**config.mk**
```make
export PLATFORM = sky130hd
export DESIGN_NAME = bcd_updown_decade
export DESIGN_NICKNAME = d
export VERILOG_FILES = /design/src/rtl/bcd_cnt_pkg.sv /design/src/rtl/bcd_step.sv /design/src/rtl/bcd_tc_decode.sv /design/src/rtl/bcd_digit_reg.sv /design/src/rtl/bcd_updown_decade.sv
export SDC_FILE = /design/constraint.sdc
export NUM_CORES = 1
export LEC_CHECK = 0
export ABC_CLOCK_PERIOD_IN_PS = 2000
export CAP_MARGIN = 20
export CORE_AREA = 2 2 39 41
export CTS_CLUSTER_DIAMETER = 40
export CTS_CLUSTER_SIZE = 10
export DETAILED_ROUTE_END_ITERATION = 7
export DIE_AREA = 0 0 41 43
export GPL_TIMING_DRIVEN = 0
export HOLD_SLACK_MARGIN = 0.03
export PLACE_DENSITY = 0.63
export SYNTH_ARGS = -nofsm -noshare
export SYNTH_HDL_FRONTEND = slang
export SYNTH_SLANG_ARGS = --single-unit
export TNS_END_PERCENT = 1
```
**constraint.sdc**
```tcl
create_clock -name clk_i -period 2 [get_ports clk_i]
set_input_delay 0.4 -clock clk_i [delete_from_list [all_inputs] [get_ports clk_i]]
set_output_delay 0.4 -clock clk_i [all_outputs]
set_load 0.02 [all_outputs]
```
**src/rtl/bcd_cnt_pkg.sv**
```systemverilog
package bcd_cnt_pkg;
  localparam int unsigned DIGIT_W   = 4;
  localparam int unsigned DIGIT_MAX = 9;

  typedef enum logic {
    DIR_DOWN = 1'b0,
    DIR_UP   = 1'b1
  } cnt_dir_e;
endpackage

```
**src/rtl/bcd_step.sv**
```systemverilog
module bcd_step
  import bcd_cnt_pkg::*;
#(
  parameter int unsigned W   = DIGIT_W,
  parameter int unsigned MAX = DIGIT_MAX
) (
  input  logic [W-1:0] cur_i,
  input  cnt_dir_e     dir_i,
  output logic [W-1:0] nxt_o
);
  localparam logic [W-1:0] LastVal = W'(MAX);

  // codes above LastVal step in plain binary; the W-bit add wraps the top code to zero
  always_comb begin
    if (dir_i == DIR_UP) begin
      nxt_o = (cur_i == LastVal) ? '0 : cur_i + W'(1);
    end else begin
      nxt_o = (cur_i == '0) ? LastVal : cur_i - W'(1);
    end
  end
endmodule

```
**src/rtl/bcd_tc_decode.sv**
```systemverilog
module bcd_tc_decode
  import bcd_cnt_pkg::*;
#(
  parameter int unsigned W   = DIGIT_W,
  parameter int unsigned MAX = DIGIT_MAX
) (
  input  logic [W-1:0] val_i,
  input  cnt_dir_e     dir_i,
  input  logic         en_ni,
  output logic         tc_no
);
  localparam logic [W-1:0] LastVal = W'(MAX);

  logic hit_up, hit_dn;

  // up decode looks only at the bits set in LastVal
  assign hit_up = &(val_i | ~LastVal);
  assign hit_dn = (val_i == '0);
  assign tc_no  = ~(~en_ni & ((dir_i == DIR_UP) ? hit_up : hit_dn));
endmodule

```
**src/rtl/bcd_digit_reg.sv**
```systemverilog
module bcd_digit_reg #(
  parameter int unsigned W = 4
) (
  input  logic         clk_i,
  input  logic         clr_i,
  input  logic         load_i,
  input  logic         en_ni,
  input  logic [W-1:0] par_i,
  input  logic [W-1:0] nxt_i,
  output logic [W-1:0] q_o
);
  always_ff @(posedge clk_i or posedge clr_i) begin
    if (clr_i) begin
      q_o <= '0;
    end else if (load_i) begin
      q_o <= par_i;
    end else if (!en_ni) begin
      q_o <= nxt_i;
    end
  end
endmodule

```
**src/rtl/bcd_updown_decade.sv**
```systemverilog
module bcd_updown_decade
  import bcd_cnt_pkg::*;
#(
  parameter int unsigned W   = DIGIT_W,
  parameter int unsigned MAX = DIGIT_MAX
) (
  input  logic         clk_i,
  input  logic         clr_i,
  input  logic         load_i,
  input  logic         en_ni,
  input  logic         up_i,
  input  logic [W-1:0] par_i,
  output logic [W-1:0] cnt_o,
  output logic         tc_no
);
  cnt_dir_e     dir;
  logic [W-1:0] q, nxt;

  assign dir = cnt_dir_e'(up_i);

  bcd_step #(.W(W), .MAX(MAX)) i_step (
    .cur_i (q),
    .dir_i (dir),
    .nxt_o (nxt)
  );

  bcd_digit_reg #(.W(W)) i_reg (
    .clk_i  (clk_i),
    .clr_i  (clr_i),
    .load_i (load_i),
    .en_ni  (en_ni),
    .par_i  (par_i),
    .nxt_i  (nxt),
    .q_o    (q)
  );

  // load bypass sits below the clear
  assign cnt_o = clr_i ? '0 : (load_i ? par_i : q);

  bcd_tc_decode #(.W(W), .MAX(MAX)) i_tc (
    .val_i (cnt_o),
    .dir_i (dir),
    .en_ni (en_ni),
    .tc_no (tc_no)
  );
endmodule

```
## Yosys cells after proc, flatten, opt, wreduce, memory -nomap -nowiden

Index checks and enable logic that the tools add are counted.

- $add $sub $neg: 2
- Equality and inequality tests: 2
- Mux-type cells: 8
- Bitwise operators: 3
- Reductions and logical operators: 3

Operators with widths:

| cell | count |
|---|---|
| $mux W4 | 7 |
| $logic_not A4 Y1 | 2 |
| $add A4 B1 Y4 const B | 1 |
| $eq A4 B4 Y1 const B | 1 |
| $sub A4 B1 Y4 const B | 1 |
| $ne A2 B2 Y1 const B | 1 |
| $not A1 Y1 | 2 |
| $reduce_and A2 Y1 | 1 |
| $and A1 B1 Y1 | 1 |
| $mux W1 | 1 |

- Register bits: 4
- Output and inout bits: 5
- Word-level logic and storage cells: 19

## Logic depth before layout (Yosys ltp)

- Word-level depth: 6
- Depth in mapped cells: 5

## Modules after synthesis

A second synthesis with hierarchy kept.

- Cells, all modules: 51
- Area, all modules: 420.4 µm²

By module, submodules not included:

| module | instances | cells each | area each (µm²) | seq. area each (µm²) |
|---|---|---|---|---|
| bcd_digit_reg | 1 | 18 | 190.2 | 100.1 |
| bcd_step | 1 | 20 | 138.9 | 0.0 |
| bcd_updown_decade | 1 | 9 | 60.1 | 0.0 |
| bcd_tc_decode | 1 | 4 | 31.3 | 0.0 |

## Worst setup path after synthesis

OpenSTA, ideal clock, no wires.

- Path kind: flip-flop to output port
- Start point: register i_reg.q_o[2]
- End point: output tc_no
- Data arrival time: 1.480 ns
- Path slack: 0.120 ns
- Cell stages (with the launch flop): 6
- Path buffers: 1
- Cells stage by stage: dfrtp_1 -> buf_2 -> mux2i_1 -> nor2_1 -> or4_1 -> a21o_1

- Longest elaborated chain between the ends: 6

RTL lines:

| element | line | text |
|---|---|---|
| start: declaration | bcd_digit_reg.sv:10 | `output logic [W-1:0] q_o` |
| start signal: assignment | bcd_digit_reg.sv:16 | `q_o <= par_i;` |
| start signal: assignment | bcd_digit_reg.sv:18 | `q_o <= nxt_i;` |
| $mux W4 (2 in series) | bcd_updown_decade.sv:38 | `assign cnt_o = clr_i ? '0 : (load_i ? par_i : q);` |
| net cnt_o[2] | bcd_updown_decade.sv:13 | `output logic [W-1:0] cnt_o,` |
| $logic_not A4 Y1 | bcd_tc_decode.sv:18 | `assign hit_dn = (val_i == '0);` |
| $mux W1 | bcd_tc_decode.sv:19 | `assign tc_no = ~(~en_ni & ((dir_i == DIR_UP) ? hit_up : hit_dn));` |
| $and A1 B1 Y1 | bcd_tc_decode.sv:19 |  |
| $not A1 Y1 | bcd_tc_decode.sv:19 |  |
| end: declaration | bcd_updown_decade.sv:14 | `output logic tc_no` |

The timed path passes the listed nets, and every way through them passes these cells.

## Worst setup path after layout

- Start point: input par_i[1]
- End point: output tc_no

- Longest elaborated chain between the ends: 6

RTL lines:

| element | line | text |
|---|---|---|
| start: declaration | bcd_updown_decade.sv:12 | `input logic [W-1:0] par_i,` |
| $mux W4 (2 in series) | bcd_updown_decade.sv:38 |  |
| $logic_not A4 Y1 | bcd_tc_decode.sv:18 |  |
| $mux W1 | bcd_tc_decode.sv:19 |  |
| $and A1 B1 Y1 | bcd_tc_decode.sv:19 |  |
| $not A1 Y1 | bcd_tc_decode.sv:19 |  |

No other way between the ends.

==> impl_metrics.csv <==
group,metric,value,unit
status,run_status,"complete, but fails checks",
status,violations_in_the_final_reports,"setup timing",
critical_path,cpLargestDelayFamily,"buffers and inverters",
logic_synthesis,postSynthAreaPerCell,7.46,um2
sta,timing.final.setup_violations,1,
route,route.antenna.remaining_nets,0,
logic_synthesis,yosysWarnings,0,
floorplan,die_area,0.00176,mm2
clock_network,tritoncts_num_sinks,4,
critical_path,startpoint_type,"primary input",
sta,hold_slack,261,ps
critical_path,reg2reg_slack,460,ps
place,cell_area_after_placement,571,um2
sta,timing.final.crit_period,2140,ps
floorplan,core-area,0.00138,mm2
floorplan,floorplan.initialDensity,31.8,%
logic_synthesis,parity_gate_share_of_the_synthesized_area_counting_xor_and_xnor_cells,3.98,%
floorplan,die_width,41,um
min_path,min_path_type,"primary input to asynchronous set/reset pin",
place,place.gp.congestion,0.760,
power,power_switching,0.000117,W
sta,setup_slack,-137,ps
critical_path,cp_max_fo,3,
critical_path,cp_cell_sequence,"clkdlybuf4s50_1 > nor2_1 > a211oi_1 > or4_1 > a21o_1 > buf_6",
logic_synthesis,yosys_top_cell_by_area,"sky130_fd_sc_hd__dfrtp_1",
clock_network,root_buffer,"sky130_fd_sc_hd__clkbuf_4",
global_routing,globalRoute.totalOverflow,0,
critical_path,worst-setup-path-type,"primary input to output port",
floorplan,top_level_ports,14,
route,wl_per_cell,11.4,um
power,leakage,0.269,nW
logic_synthesis,netlist_area,440,um2
floorplan,die_y,43,um
cells_and_area,drive_gt1_share,20.0,%
cells_and_area,area_growth,39.5,%
cells_and_area,stdcell_count,91,
sta,worst_clk_skew,0.850,ps
cells_and_area,finished_layout_cell_area,614,um2
logic_synthesis,synth_simple_gate_area_share,25.6,%
cells_and_area,nNetsFinal,86,
logic_synthesis,synth.yosys.seq_area_share,22.7,%
logic_synthesis,synth_top_area_share,22.7,%
route,drt_first_pass_iters,2,
clock_network,tritoncts.num_buffers,3,
logic_synthesis,synth_async_sr_flop_share,100,%
route,vias,470,
power,p_clk_share,27.5,%
sta,fmax,468,MHz
logic_synthesis,largest_family_of_logic_cells_by_synthesized_area,"compound AO/OA/AOI/OAI gates",
sta,finalMaxSlewViolations,0,
clock_network,tritoncts,"yes",
global_routing,maximum_number_of_pins_on_one_net_before_global_route_repair,11,
critical_path,crit_required,1600,ps
clock_network,ctsLongestPathBuffers,2,
power,p_int,0.000236,W
logic_synthesis,number_of_library_cell_types_mapped_by_synthesis,32,
logic_synthesis,synth.net_count,68,
place,dpl.cell_count,86,
clock_network,clkTransAtPathRegs,40,ps
power,power_frac_seq,27.8,%
clock_network,cts.htree.levels,1,
cells_and_area,max_ffs_per_register,4,
logic_synthesis,synth-compound-area-share,31.8,%
logic_synthesis,syn-instance-count,59,
place,half_perimeter_wire_length_after_detailed_placement,769,um
logic_synthesis,postSynthRegisterBits,4,
cells_and_area,layout.cells.most_common,"sky130_fd_sc_hd__nor2_1",
place,place.port_buffers,11,
clock_network,worst_skew_pair.late_latency,230,ps
route,avgViaCountPerCell,5.16,
critical_path,critPathBufInv,2,
logic_synthesis,synth.area.mux_share,4.55,%
cells_and_area,n_fill_cell,153,
critical_path,crit_end_element,"output port",
route,detail_route.wirelength,1030,um
global_routing,global_routing_usage_summed_across_all_routing_layers,13.4,%
place,pre_cts_slack,-860,ps
critical_path,crit_slowest_cell,"sky130_fd_sc_hd__clkdlybuf4s50_1",
critical_path,slowest_cell_delay_on_critical_path,450,ps
sta,rsz0062_at_grt,"true",
logic_synthesis,ys_top_cells_by_area,"sky130_fd_sc_hd__dfrtp_1 23%, sky130_fd_sc_hd__a21oi_1 5.7%, sky130_fd_sc_hd__nor2_1 5.1%",
logic_synthesis,synth-edff-count,0,
job,maxCapViolations,0,
route,drt_iter0_markers,9,
logic_synthesis,yosys_most_used_dff,"sky130_fd_sc_hd__dfrtp_1",
cells_and_area,commonest_cells_after_routing_fill_and_taps_aside,"6 x sky130_fd_sc_hd__nor2_1, 5 x sky130_fd_sc_hd__a21oi_1",
sta,tightestPinTransition,354,ps
power,comb_power_share,44.8,%
floorplan,count_of_standard_cell_rows,14,
cells_and_area,diodes,0,
global_routing,antenna_found_initial,0,
global_routing,first_global_vias,384,
critical_path,critical_path_arrival,1740,ps
route,drcViolationCount,0,
power,switching_share,33.2,%
sta,share_of_the_clock_period_used_by_the_worst_path,107,%
global_routing,global_route_wire_length_before_repair,1550,um
power,pwr_density_cell,575,mW/mm2
cells_and_area,largest-register,"i_reg.q_o",
cells_and_area,largest_registers,"i_reg.q_o (4)",
logic_synthesis,synth_fa_ha_area_share,0,%
power,report.power.total,0.000353,W
power,vdd.ir_drop.worst,269,uV
sta,hold_vio_cnt_final,0,
sta,slew-limit-headroom,75.8,%
-- metal layers --
metal	vias up	track usage [%]	share of wire [%]
li1	243	-	-
met2	9	18.1	44
met4	0	8.00	0
met5	-	0	0
met3	0	4.71	3.4
met1	218	17.6	52
-- cells by family after synthesis --
family                    after synthesis
AOI/OAI and AO/OA                      20
and+or+nand+nor                        21
xor gates and xnor gates                2
buffers and inverters                  10
DFF                                     4
muxes                                   2
-- power groups by stage --
stage	registers, W	clock network, W	logic (W)
5_1_grt	0.0000985	0.000111	0.000173
3_5_place_dp	0.0000985	0	0.000151
6_report	0.0000980	0.0000970	0.000158
2_1_floorplan	0.0000965	0	0.000105
4_1_cts	0.0000974	0.000103	0.000147
3_3_place_gp	0.0000980	0	0.000150
-- per-stage QoR --
stage,TNS (ps),utilization [%]
floorplan,0,-
global placement,-2430,41.2
detailed placement,-2480,41.2
CTS,-178,42.5
global route,-196,44.4
finish,-137,44.4
-- cells in the mapped netlist, types with 2 or more instances --
library cell               instances
sky130_fd_sc_hd__nand3_1           2
sky130_fd_sc_hd__dfrtp_1           4
sky130_fd_sc_hd__nand2_1           3
sky130_fd_sc_hd__nor2_1            6
sky130_fd_sc_hd__a21o_1            2
sky130_fd_sc_hd__mux2i_1           2
sky130_fd_sc_hd__nand2b_1          2
sky130_fd_sc_hd__a21oi_1           5
sky130_fd_sc_hd__o21ai_0           4
sky130_fd_sc_hd__buf_2             4
sky130_fd_sc_hd__inv_1             4
-- repair_timing --
action,4_1_cts,5_1_grt
resized for setup,14,4
setup buffers,0,2
endpoints found under the setup margin,5,3
hold buffers,0,0
pin swaps,0,3
-- final timing paths --
kind,startpoint,to,cells after the start
max reg2reg,i_reg.q_o[0],i_reg.q_o[2],5
min reg2reg,i_reg.q_o[0],i_reg.q_o[0],3
max,par_i[1],tc_no,6
max in group asynchronous,clr_i,i_reg.q_o[2],2
min,clr_i,i_reg.q_o[3],2
min in group clk_i,par_i[2],i_reg.q_o[2],3
-- final cells by class --
type	count	area, um2	share of cell area, %
multi-input cells	45	290	47.3
inverters	4	15.0	2.44
repair buffers	13	123	20.0
flip-flops and latches	4	100	16.3
well taps	16	20.0	3.26
plain buffers	6	43.8	7.13
clock buffers	3	22.5	3.67
Power figures use the tool's default switching activity.
